==> src/rtl/bsc_pkg.sv <==
package bsc_pkg;
   localparam int unsigned SW_COUNT = 4;
   localparam int unsigned IDX_S1   = 0;
   localparam int unsigned IDX_S2   = 1;
   localparam int unsigned IDX_S3   = 2;
   localparam int unsigned IDX_S4   = 3;

   typedef struct packed {
      logic oc3;   // A
      logic oc4;   // B
      logic g3;    // C
      logic g4;    // D
   } diag_t;
endpackage

==> src/rtl/bsc_sampler.sv <==
module bsc_sampler
   import bsc_pkg::*;
(
   input  logic  clk,
   input  logic  rst_n,
   input  logic  stb,
   input  diag_t din,
   output diag_t smp,
   output logic  fresh
);
   always_ff @(posedge clk or negedge rst_n) begin
      if (!rst_n) begin
         smp   <= '0;
         fresh <= 1'b0;
      end else begin
         fresh <= stb;
         if (stb) smp <= din;
      end
   end
endmodule

==> src/rtl/bsc_decode.sv <==
module bsc_decode
   import bsc_pkg::*;
#(
   parameter int unsigned NUM_SW       = SW_COUNT,
   parameter int unsigned DECODE_STYLE = 0
)(
   input  diag_t             smp,
   output logic              delta,
   output logic [NUM_SW-1:0] loc
);
   localparam int unsigned PAT_W = $bits(diag_t);

   generate
      if (DECODE_STYLE == 0) begin : g_table
         logic [PAT_W-1:0] pat;
         assign pat = smp;
         always_comb begin
            loc = '0;
            case (pat)
               4'b1010:          loc[IDX_S1] = 1'b1;
               4'b0101:          loc[IDX_S2] = 1'b1;
               4'b1000, 4'b1001: loc[IDX_S3] = 1'b1;
               4'b0100, 4'b0110: loc[IDX_S4] = 1'b1;
               default:          loc = '0;
            endcase
         end
         assign delta = |loc;
      end else begin : g_reduced
         logic only3, only4;
         assign only3 = smp.oc3 & ~smp.oc4;
         assign only4 = smp.oc4 & ~smp.oc3;
         assign delta = (smp.oc3 ^ smp.oc4) & ~(smp.g3 & smp.g4);
         always_comb begin
            loc         = '0;
            loc[IDX_S1] = only3 &  smp.g3 & ~smp.g4;
            loc[IDX_S2] = only4 & ~smp.g3 &  smp.g4;
            loc[IDX_S3] = only3 & ~smp.g3;
            loc[IDX_S4] = only4 & ~smp.g4;
         end
      end
   endgenerate
endmodule

==> src/rtl/bsc_sticky.sv <==
module bsc_sticky #(
   parameter int unsigned NUM_SW = 4
)(
   input  logic              clk,
   input  logic              rst_n,
   input  logic              clr,
   input  logic              fresh,
   input  logic              delta,
   input  logic [NUM_SW-1:0] loc,
   output logic              latched,
   output logic [NUM_SW-1:0] first
);
   always_ff @(posedge clk or negedge rst_n) begin
      if (!rst_n) begin
         latched <= 1'b0;
         first   <= '0;
      end else if (clr) begin
         latched <= 1'b0;
         first   <= '0;
      end else if (fresh && delta && !latched) begin
         latched <= 1'b1;
         first   <= loc;
      end
   end
endmodule

==> src/rtl/bridge_sc_locator.sv <==
module bridge_sc_locator
   import bsc_pkg::*;
#(
   parameter int unsigned NUM_SW       = SW_COUNT,
   parameter int unsigned DECODE_STYLE = 0
)(
   input  logic              clk,
   input  logic              rst_n,
   input  logic              sample_stb,
   input  logic              oc_sw3,
   input  logic              oc_sw4,
   input  logic              gate_sw3,
   input  logic              gate_sw4,
   input  logic              clr_sticky,
   output logic              fault_now,
   output logic [NUM_SW-1:0] fault_loc,
   output logic              fault_latched,
   output logic [NUM_SW-1:0] first_loc
);
   generate
      if (NUM_SW != SW_COUNT) begin : g_bad_width
         $error("bridge_sc_locator: NUM_SW must be 4");
      end
      if (DECODE_STYLE > 1) begin : g_bad_style
         $error("bridge_sc_locator: DECODE_STYLE must be 0 or 1");
      end
   endgenerate

   diag_t din, smp;
   logic  fresh;

   assign din = '{oc3: oc_sw3, oc4: oc_sw4, g3: gate_sw3, g4: gate_sw4};

   bsc_sampler u_smp (
      .clk(clk), .rst_n(rst_n), .stb(sample_stb),
      .din(din), .smp(smp), .fresh(fresh)
   );

   bsc_decode #(.NUM_SW(NUM_SW), .DECODE_STYLE(DECODE_STYLE)) u_dec (
      .smp(smp), .delta(fault_now), .loc(fault_loc)
   );

   bsc_sticky #(.NUM_SW(NUM_SW)) u_stk (
      .clk(clk), .rst_n(rst_n), .clr(clr_sticky), .fresh(fresh),
      .delta(fault_now), .loc(fault_loc),
      .latched(fault_latched), .first(first_loc)
   );
endmodule

==> config.mk <==
export PLATFORM = sky130hd
export DESIGN_NAME = bridge_sc_locator
export DESIGN_NICKNAME = d
export VERILOG_FILES = /design/src/rtl/bsc_pkg.sv /design/src/rtl/bsc_sampler.sv /design/src/rtl/bsc_decode.sv /design/src/rtl/bsc_sticky.sv /design/src/rtl/bridge_sc_locator.sv
export SDC_FILE = /design/constraint.sdc
export NUM_CORES = 1
export LEC_CHECK = 0
export BUFFER_PORTS_ARGS = -buffer_cell sky130_fd_sc_hd__buf_2
export CORE_AREA = 2 2 39 41
export DETAILED_ROUTE_END_ITERATION = 12
export DIE_AREA = 0 0 41 43
export GPL_TIMING_DRIVEN = 0
export SETUP_SLACK_MARGIN = 0.2
export SLEW_MARGIN = 20
export SYNTH_ARGS = -nofsm -noshare
export SYNTH_HDL_FRONTEND = slang
export SYNTH_SLANG_ARGS = --single-unit
==> constraint.sdc <==
create_clock -name clk -period 1.5 [get_ports clk]
set_input_delay 0.075 -clock clk [delete_from_list [all_inputs] [get_ports clk]]
set_output_delay 0.075 -clock clk [all_outputs]
set_load 0.05 [all_outputs]
### After elaboration in Yosys (flattened, before gate mapping)

Index checks and enable logic that the tools add are counted.

* register bits: 10
* input bits: 8
* output and inout bits: 10
* word-level logic and storage cells: 28

* equality and inequality tests: 6
* muxes and demuxes: 8
* reductions and logical operators: 7

Operators with widths (count)
* $eq A4 B3 Y1 const B: 3
* $eq A4 B4 Y1 const B: 3
* $mux W4: 2
* $mux W1: 6
* $reduce_or A2 Y1: 2
* $reduce_or A4 Y1: 1
* $logic_and A1 B1 Y1: 2
* $reduce_bool A2 Y1: 1
* $logic_not A1 Y1: 1

### Longest topological paths before layout

Gate-level depths: netlist of the first run.

* depth in word-level cells: 8
* gate-level depth with buffers: 3
* depth with buffers taken out: 3

### Hierarchy

A second synthesis of the first run with hierarchy kept.

* cell total of the unflattened synthesis: 37
* area total of the unflattened synthesis: 481.7 sq um

By module, submodules not included
* bsc_sticky: instances 1, cells each 21, area each 244.0 sq um, sequential area each 125.1 sq um
* bsc_sampler: instances 1, cells each 9, area each 170.2 sq um, sequential area each 125.1 sq um
* bsc_decode: instances 1, cells each 7, area each 67.6 sq um, sequential area each 0.0 sq um

### Least setup slack after synthesis of the first run

Ideal clock, no wire load.

* path type: register to output
* start: reg, netlist name u_smp.smp[3]
* end: out fault_loc[3]
* arrival: 1350 ps
* required time: 1425 ps
* setup slack: 75 ps
* stages on the path, launching flop included: 3
* path through: dfrtp_1 > or2b_2 > nor2_1

* longest elaborated chain between the ends: 3
* elaborated cells on any way between the ends: 4
* those cells by class: eq/ne (2); mux (1); reduce/logical (1)

Ends and longest elaborated chain
* $eq A4 B3 Y1: RTL line bsc_decode.sv:19 `case (pat)`
* $reduce_or A2 Y1 (*): RTL line bsc_decode.sv:19
* $mux W1 (*): RTL line bsc_decode.sv:19
* end, declared: RTL line bridge_sc_locator.sv:16 `output logic [NUM_SW-1:0] fault_loc,`

Every way passes the cells marked *; elsewhere a longest branch is shown, timed or not.

### Worst setup path after layout of the first run

* start: reg, netlist name u_smp.smp[2]
* end: out fault_loc[2]

* longest elaborated chain between the ends: 3
* elaborated cells on any way between the ends: 4
* those cells by class: eq/ne (2); mux (1); reduce/logical (1)

Ends and longest elaborated chain (RTL line)
* $eq A4 B4 Y1: bsc_decode.sv:19
* $reduce_or A2 Y1 (*): bsc_decode.sv:19
* $mux W1 (*): bsc_decode.sv:19

Marked as above.

==> impl_results.md, run 1 <==
- Port bufs: 17
- Post-DRT Antenna Nets: 0
- PwrDens: ~1100 nW/um2
- Worst r2r path cells: 3
- Worst Path Required: roughly 1.4 ns
- Ys flop type: dfrtp_1
- Gr usage total: 0.1343
- Hold WS: approximately 0.03 ns
- Register area share after synthesis: 0.5435
- Later-pin clock latency in the skew report: 0.26 ns
- Hold Violations, Final: 0
- DR iter-0 viols: 6
- Area leader, netlist: dfrtp_1
- Total grt overflow: 0
- Vias in the first global route: roughly 350
- Pins Over Slew Limit: 0
- Async SR Flop Fraction: 1.000
- Slew @ Worst Pin: ~0.32 ns
- Nets: 70
- Yosys reg bits: 10
- Share of cells above drive strength 1: 0.6393
- DP Wirelength: slightly below 700 um
- Ant diodes: 0
- Clk pwr share: 0.308
- Most instantiated cells after synthesis: dfrtp_1, mux2_2, nand2_1
- EDFF count, synth: 0
- Post-Route WL: about 960 um
- DR WL/cell: ~12 um
- CTS root buffer: clkbuf_4
- Clock sinks: 10
- Initial Util: 0.3327
- Max clock buf depth: 2
- RSZ-0062 raised after global routing: yes
- Crit end category: output port
- Crit share post-route: 0.8870
- Cell count after synthesis: 37
- DR vias: 379
- Die width: 41 um
- Worst-path maximum fanout: 6
- Critical path type: register to output port
- Number of cell rows: 14
- DP Cell Count: 70
- Vias per cell: about 5
- First-pass GRT wire length: 1.524 mm
- Final min period: approximately 1.3 ns
- DRC Markers: 0
- Multi-input gate area: 237.7 um2
- Most frequent cell after synthesis: dfrtp_1
- Crit path capture: fault_loc[2]
- FF+latch area: 255.2 um2
- Synth Net Count: 45
- Largest net degree at the start of global routing: 11
- P&R area growth vs syn: 52.99%
- CTS tree: done
- P_leak: around 0.32 nW
- Setup Slack @ Placement: between 0.15 and 0.2 ns
- GPL Wtd Cong: ~0.63
- Core region area: around 1400 um2
- CTS Buf Count: 3
- Crit path arrival time: about 1.3 ns
- Yosys top cell area share: 0.5435
- Die Span Y: approximately 43 um
- Switching Fraction: 0.3165
- Logic gate share of total power: 0.287
- Min setup slack post-route: about 0.17 ns
- CP Launch Point: u_smp.smp[2]
- Internal power: 0.5265 mW
- Sequential Power Share: 0.404
- Yosys warnings: 0
- Setup violators final: 0
- Max-cap violation count: 0
- FMAX: between 0.7 and 0.8 GHz
- Cells taking the most area after synthesis: dfrtp_1, mux2_2, and4bb_2, mux2i_1, o311ai_0
- Rel. slew slack: 0.7851
- Worst setup SP type: register
- Worst Skew: 0.005663 ns
- Ports: 18
- Syn Area/Cell: ~12 um2
- Worst R2R Setup Slack: around 0.26 ns
- H-tree depth: 1
- Worst IR Drop VDD: slightly above 600 uV
- Pre-Repair DR Iteration Count: 4
- R2r startpoint: u_smp.smp[1]
- Final std cells w/o fill: 77
- Full die area: around 1800 um2
- Sum Neg Setup Slack: 0 ns
- Layout fillers: approximately 140
- Mapped Area: around 460 um2
- Reg2Reg Capture Point: u_stk.first[3]
- Synth cell types: 16
- Hold Crit Class: input pin to register
- Final core occ: 0.5090
- Outcome: complete, no violations
- Net switching power: between 0.2 and 0.25 mW
- Antenna violations before repair: 0
- Worst-path clk slew: around 0.070 ns
[power by group through the flow]
stage	Clock [mW]	Sequential, mW	Combinational (mW)
detailed placement	0	0.315	0.174
finish	0.238	0.312	0.221
floorplan	0	0.334	0.108
global route	0.253	0.315	0.233
CTS	0.249	0.311	0.209
global placement	0	0.314	0.173
[per-layer routing]
layer,global-route usage,share of wire,vias up,wire [um]
met5,0,0,-,0
met4,0.08000,0.010,0,10
met3,0.04712,0.058,2,56
li1,-,-,183,-
met2,0.1906,0.50,13,482
met1,0.1678,0.43,181,412
[worst min-delay path by stage]
| stage | from | end | slack [ns] | cells after the start |
|---|---|---|---|---|
| final | clr_sticky | u_stk.first[3] | 0.03 | 2 |
| after CTS | clr_sticky | u_stk.first[2] | 0.02 | 2 |
| after global placement | rst_n | u_stk.first[0] | -0.06 | 1 |
| after global routing | clr_sticky | u_stk.first[2] | 0.02 | 2 |
| after detailed placement | rst_n | u_stk.first[0] | -0.05 | 1 |
| after floorplan | rst_n | u_smp.fresh | -0.22 | 0 |
[state kept, by name, indices dropped and copies added (netlist names)]
name and flops:
u_stk.latched 1, u_smp.fresh 1, u_smp.smp 4, u_stk.first 4
[logic make-up after synthesis]
| family | after synthesis | share of synthesized area |
|---|---|---|
| AND/OR/NAND/NOR | 14 | 0.1957 |
| flip-flops | 10 | 0.5435 |
| multiplexers | 6 | 0.1413 |
| AO/OA/AOI/OAI | 5 | 0.09241 |
| XOR/XNOR | 1 | 0.01903 |
| buffers and inverters | 1 | 0.008144 |
[worst max-delay path, stage by stage, from the launching register on]
cell	delay, ns
dfrtp_2	0.45
or2b_1	0.27
nor2_2	0.11
buf_6	0.17
[area by class of cell]
cell class,instances,share of cell area
Multi-Input combinational cell,26,0.3375
Tap cell,16,0.02842
Sequential cell,10,0.3623
Inverter,1,0.005329
Clock buffer,4,0.05151
Timing Repair Buffer,20,0.2149
[cell usage in the layout (no fill, tap or decap), drive strengths merged]
| master | n |
|---|---|
| and2 | 1 |
| and4bb | 2 |
| buf | 18 |
| clkbuf | 4 |
| dfrtp | 10 |
| dlygate4sd3 | 2 |
| inv | 1 |
| mux2 | 4 |
| mux2i | 2 |
| nand2 | 4 |
| nand2b | 1 |
| nor2 | 3 |
| nor3 | 1 |
| o21a | 1 |
| o311ai | 2 |
| o41ai | 2 |
| or2b | 2 |
| xnor2 | 1 |
[repair_timing]
| action | CTS | global route |
|---|---|---|
| endpoints found under the setup margin | 6 | 8 |
| setup buffers | 1 | 0 |
| hold endpoints to repair | 11 | 0 |
| gates resized for setup | 15 | 7 |
| pin swaps | 0 | 3 |
| hold buffers | 2 | 0 |
[through the flow]
step / power (mW) / cell area [um2]
final: 0.7703 / 704.4
after global routing: 0.8014 / 704.4
after CTS: 0.7682 / 681.9
after detailed placement: 0.4890 / 574.3
after global placement: 0.4871 / 574.3
after floorplan: 0.4416 / 469.2
(Power assumes the default switching activity.)
==> run 2: changes to the inputs <==
Clock period 1.5 ns to 1.3 ns, I/O delays scaled along.
==> impl_results.md, run 2 (synthesized netlist as in run 1, its figures left out) <==
- Biggest regs: u_smp.smp: 4 flops, u_stk.first: 4 flops
- Clock sinks: 10
- RSZ-0062 raised after global routing: yes
- Largest net degree at the start of global routing: 11
- Post-Route WL: roughly 900 um
- Commonest non-fill, non-tap cell in the layout: buf_2
- Worst Path Required: 1.24 ns
- DR iter-0 viols: 0
- Die width: 41 um
- Net switching power: about 0.28 mW
- Internal power: around 0.62 mW
- Critical-path cell list: or2b_1, nor2_2, buf_6
- Worst Skew: about 0.00066 ns
- Switching Fraction: 0.3093
- Core region area: approximately 1400 um2
- Slew @ Worst Pin: 0.3248 ns
- Post-DRT Antenna Nets: 0
- Critical path type: register to output port
- P_leak: approximately 0.35 nW
- Number of cell rows: 14
- Share of cells above drive strength 1: 0.7031
- Sum Neg Setup Slack: 0 ns
- Critical-path top delay cell: dfrtp_2
- Worst IR Drop VDD: ~750 uV
- Crit path arrival time: about 1.2 ns
- First-pass GRT wire length: about 1.4 mm
- H-tree depth: 1
- Clk pwr share: 0.296
- GPL Wtd Cong: 0.6448
- Antenna violations before repair: 0
- Later-pin clock latency in the skew report: roughly 0.25 ns
- Die Span Y: roughly 43 um
- DR vias: 376
- Logic gate share of total power: 0.306
- Crit path buf inv count: 1
- Busiest grt layer: met2
- Worst-path maximum fanout: 6
- Full die area: 1763 um2
- Setup Slack @ Placement: between 0.04 and 0.05 ns
- Port bufs: 17
- P&R area growth vs syn: 61.96%
- Ports: 18
- Gr usage total: 0.1179
- Crit end category: output port
- Max clock buf depth: 2
- Outcome: complete, no violations
- Setup violators final: 0
- Vias in the first global route: between 300 and 400
- Ant diodes: 0
- Worst-path clk slew: 0.06 ns
- PwrDens: between 1000 and 1500 nW/um2
- DRC Markers: 0
- CP top delay family: flip-flops
- Worst setup SP type: register
- Crit-path max cell delay: about 0.44 ns
- CTS tree: done
- Nets: 73
- Commonest non-fill, non-tap cells in the layout: buf_2, dfrtp_1
- Max-cap violation count: 0
- GR Util met3: 0.07853
- Crit share post-route: 0.9894
- Hold Violations, Final: 0
- CTS root buffer: clkbuf_4
- Pre-Repair DR Iteration Count: 1
- Met2 GRT Util: 0.1750
- Final std cells w/o fill: 80
- Routing usage on met1: 0.1405
- Sequential Power Share: 0.398
- Hold Crit Class: input pin to register
- Total grt overflow: 0
- DR WL/cell: roughly 11 um
- Final min period: 1.286 ns
- Min setup slack post-route: between 0.01 and 0.015 ns
- Initial Util: 0.3327
- Layout fillers: 116
- Pins Over Slew Limit: 0
- Vias per cell: about 4.7
- Rel. slew slack: 0.7800
- CTS Buf Count: 3
- DP Cell Count: 70
- FMAX: just under 0.8 GHz
==> run 2: routing by layer <==
metal  wire (um)  vias up
li1            -      189
met1         398      176
met2         454       11
met3          52        0
met4           0        0
met5           0        -
==> run 2: what timing repair did <==
| item | 4_1_cts | 5_1_grt |
|---|---|---|
| hold endpoints to repair | 11 | 0 |
| setup buffers | 2 | 2 |
| gates cloned | 0 | 0 |
| setup endpoints to repair | 10 | 10 |
| hold buffers | 2 | 0 |
| pin swaps | 3 | 1 |
| resized for setup | 18 | 2 |
==> run 2: area by class of cell <==
type                    instances  area, um2  share of cell area
inverters                       1      3.754            0.005034
multi-input cells              26      261.5              0.3507
well taps                      16      20.02             0.02685
clock buffers                   4      36.28             0.04866
flip-flops and latches         10      254.0              0.3406
repair buffers                 23      170.2              0.2282
==> run 2: power groups by stage <==
stage	combinational [mW]	sequential, mW	clock [mW]
floorplan	0.130	0.386	0
global placement	0.206	0.363	0
detailed placement	0.206	0.364	0
CTS	0.263	0.358	0.280
global route	0.290	0.363	0.290
finish	0.275	0.358	0.266
==> run 2: path summary, 6_finish.rpt <==
path | startpoint | slack [ns] | cells past startpoint | to
hold reg to reg | u_stk.latched | 0.52 | 1 | u_stk.latched
hold / removal | gate_sw3 | 0.04 | 2 | u_smp.smp[1]
min in group asynchronous | rst_n | 0.19 | 2 | u_stk.latched
setup / recovery | u_smp.smp[2] | 0.01 | 3 | fault_loc[2]
max in group asynchronous | rst_n | 0.91 | 2 | u_smp.smp[3]
setup reg to reg | u_smp.smp[3] | 0.08 | 3 | u_stk.first[2]
==> run 2: metrics by stage <==
step | utilization | power (mW) | instance area (um2) | hold slack [ns]
final | 0.5389 | 0.8995 | 745.7 | 0.03504
after CTS | 0.5199 | 0.9001 | 719.4 | 0.02402
after floorplan | - | 0.5163 | 476.7 | -0.2306
after detailed placement | 0.4204 | 0.5697 | 581.8 | -0.06312
after global routing | 0.5389 | 0.9434 | 745.7 | 0.02612
after global placement | 0.4204 | 0.5691 | 581.8 | -0.06539
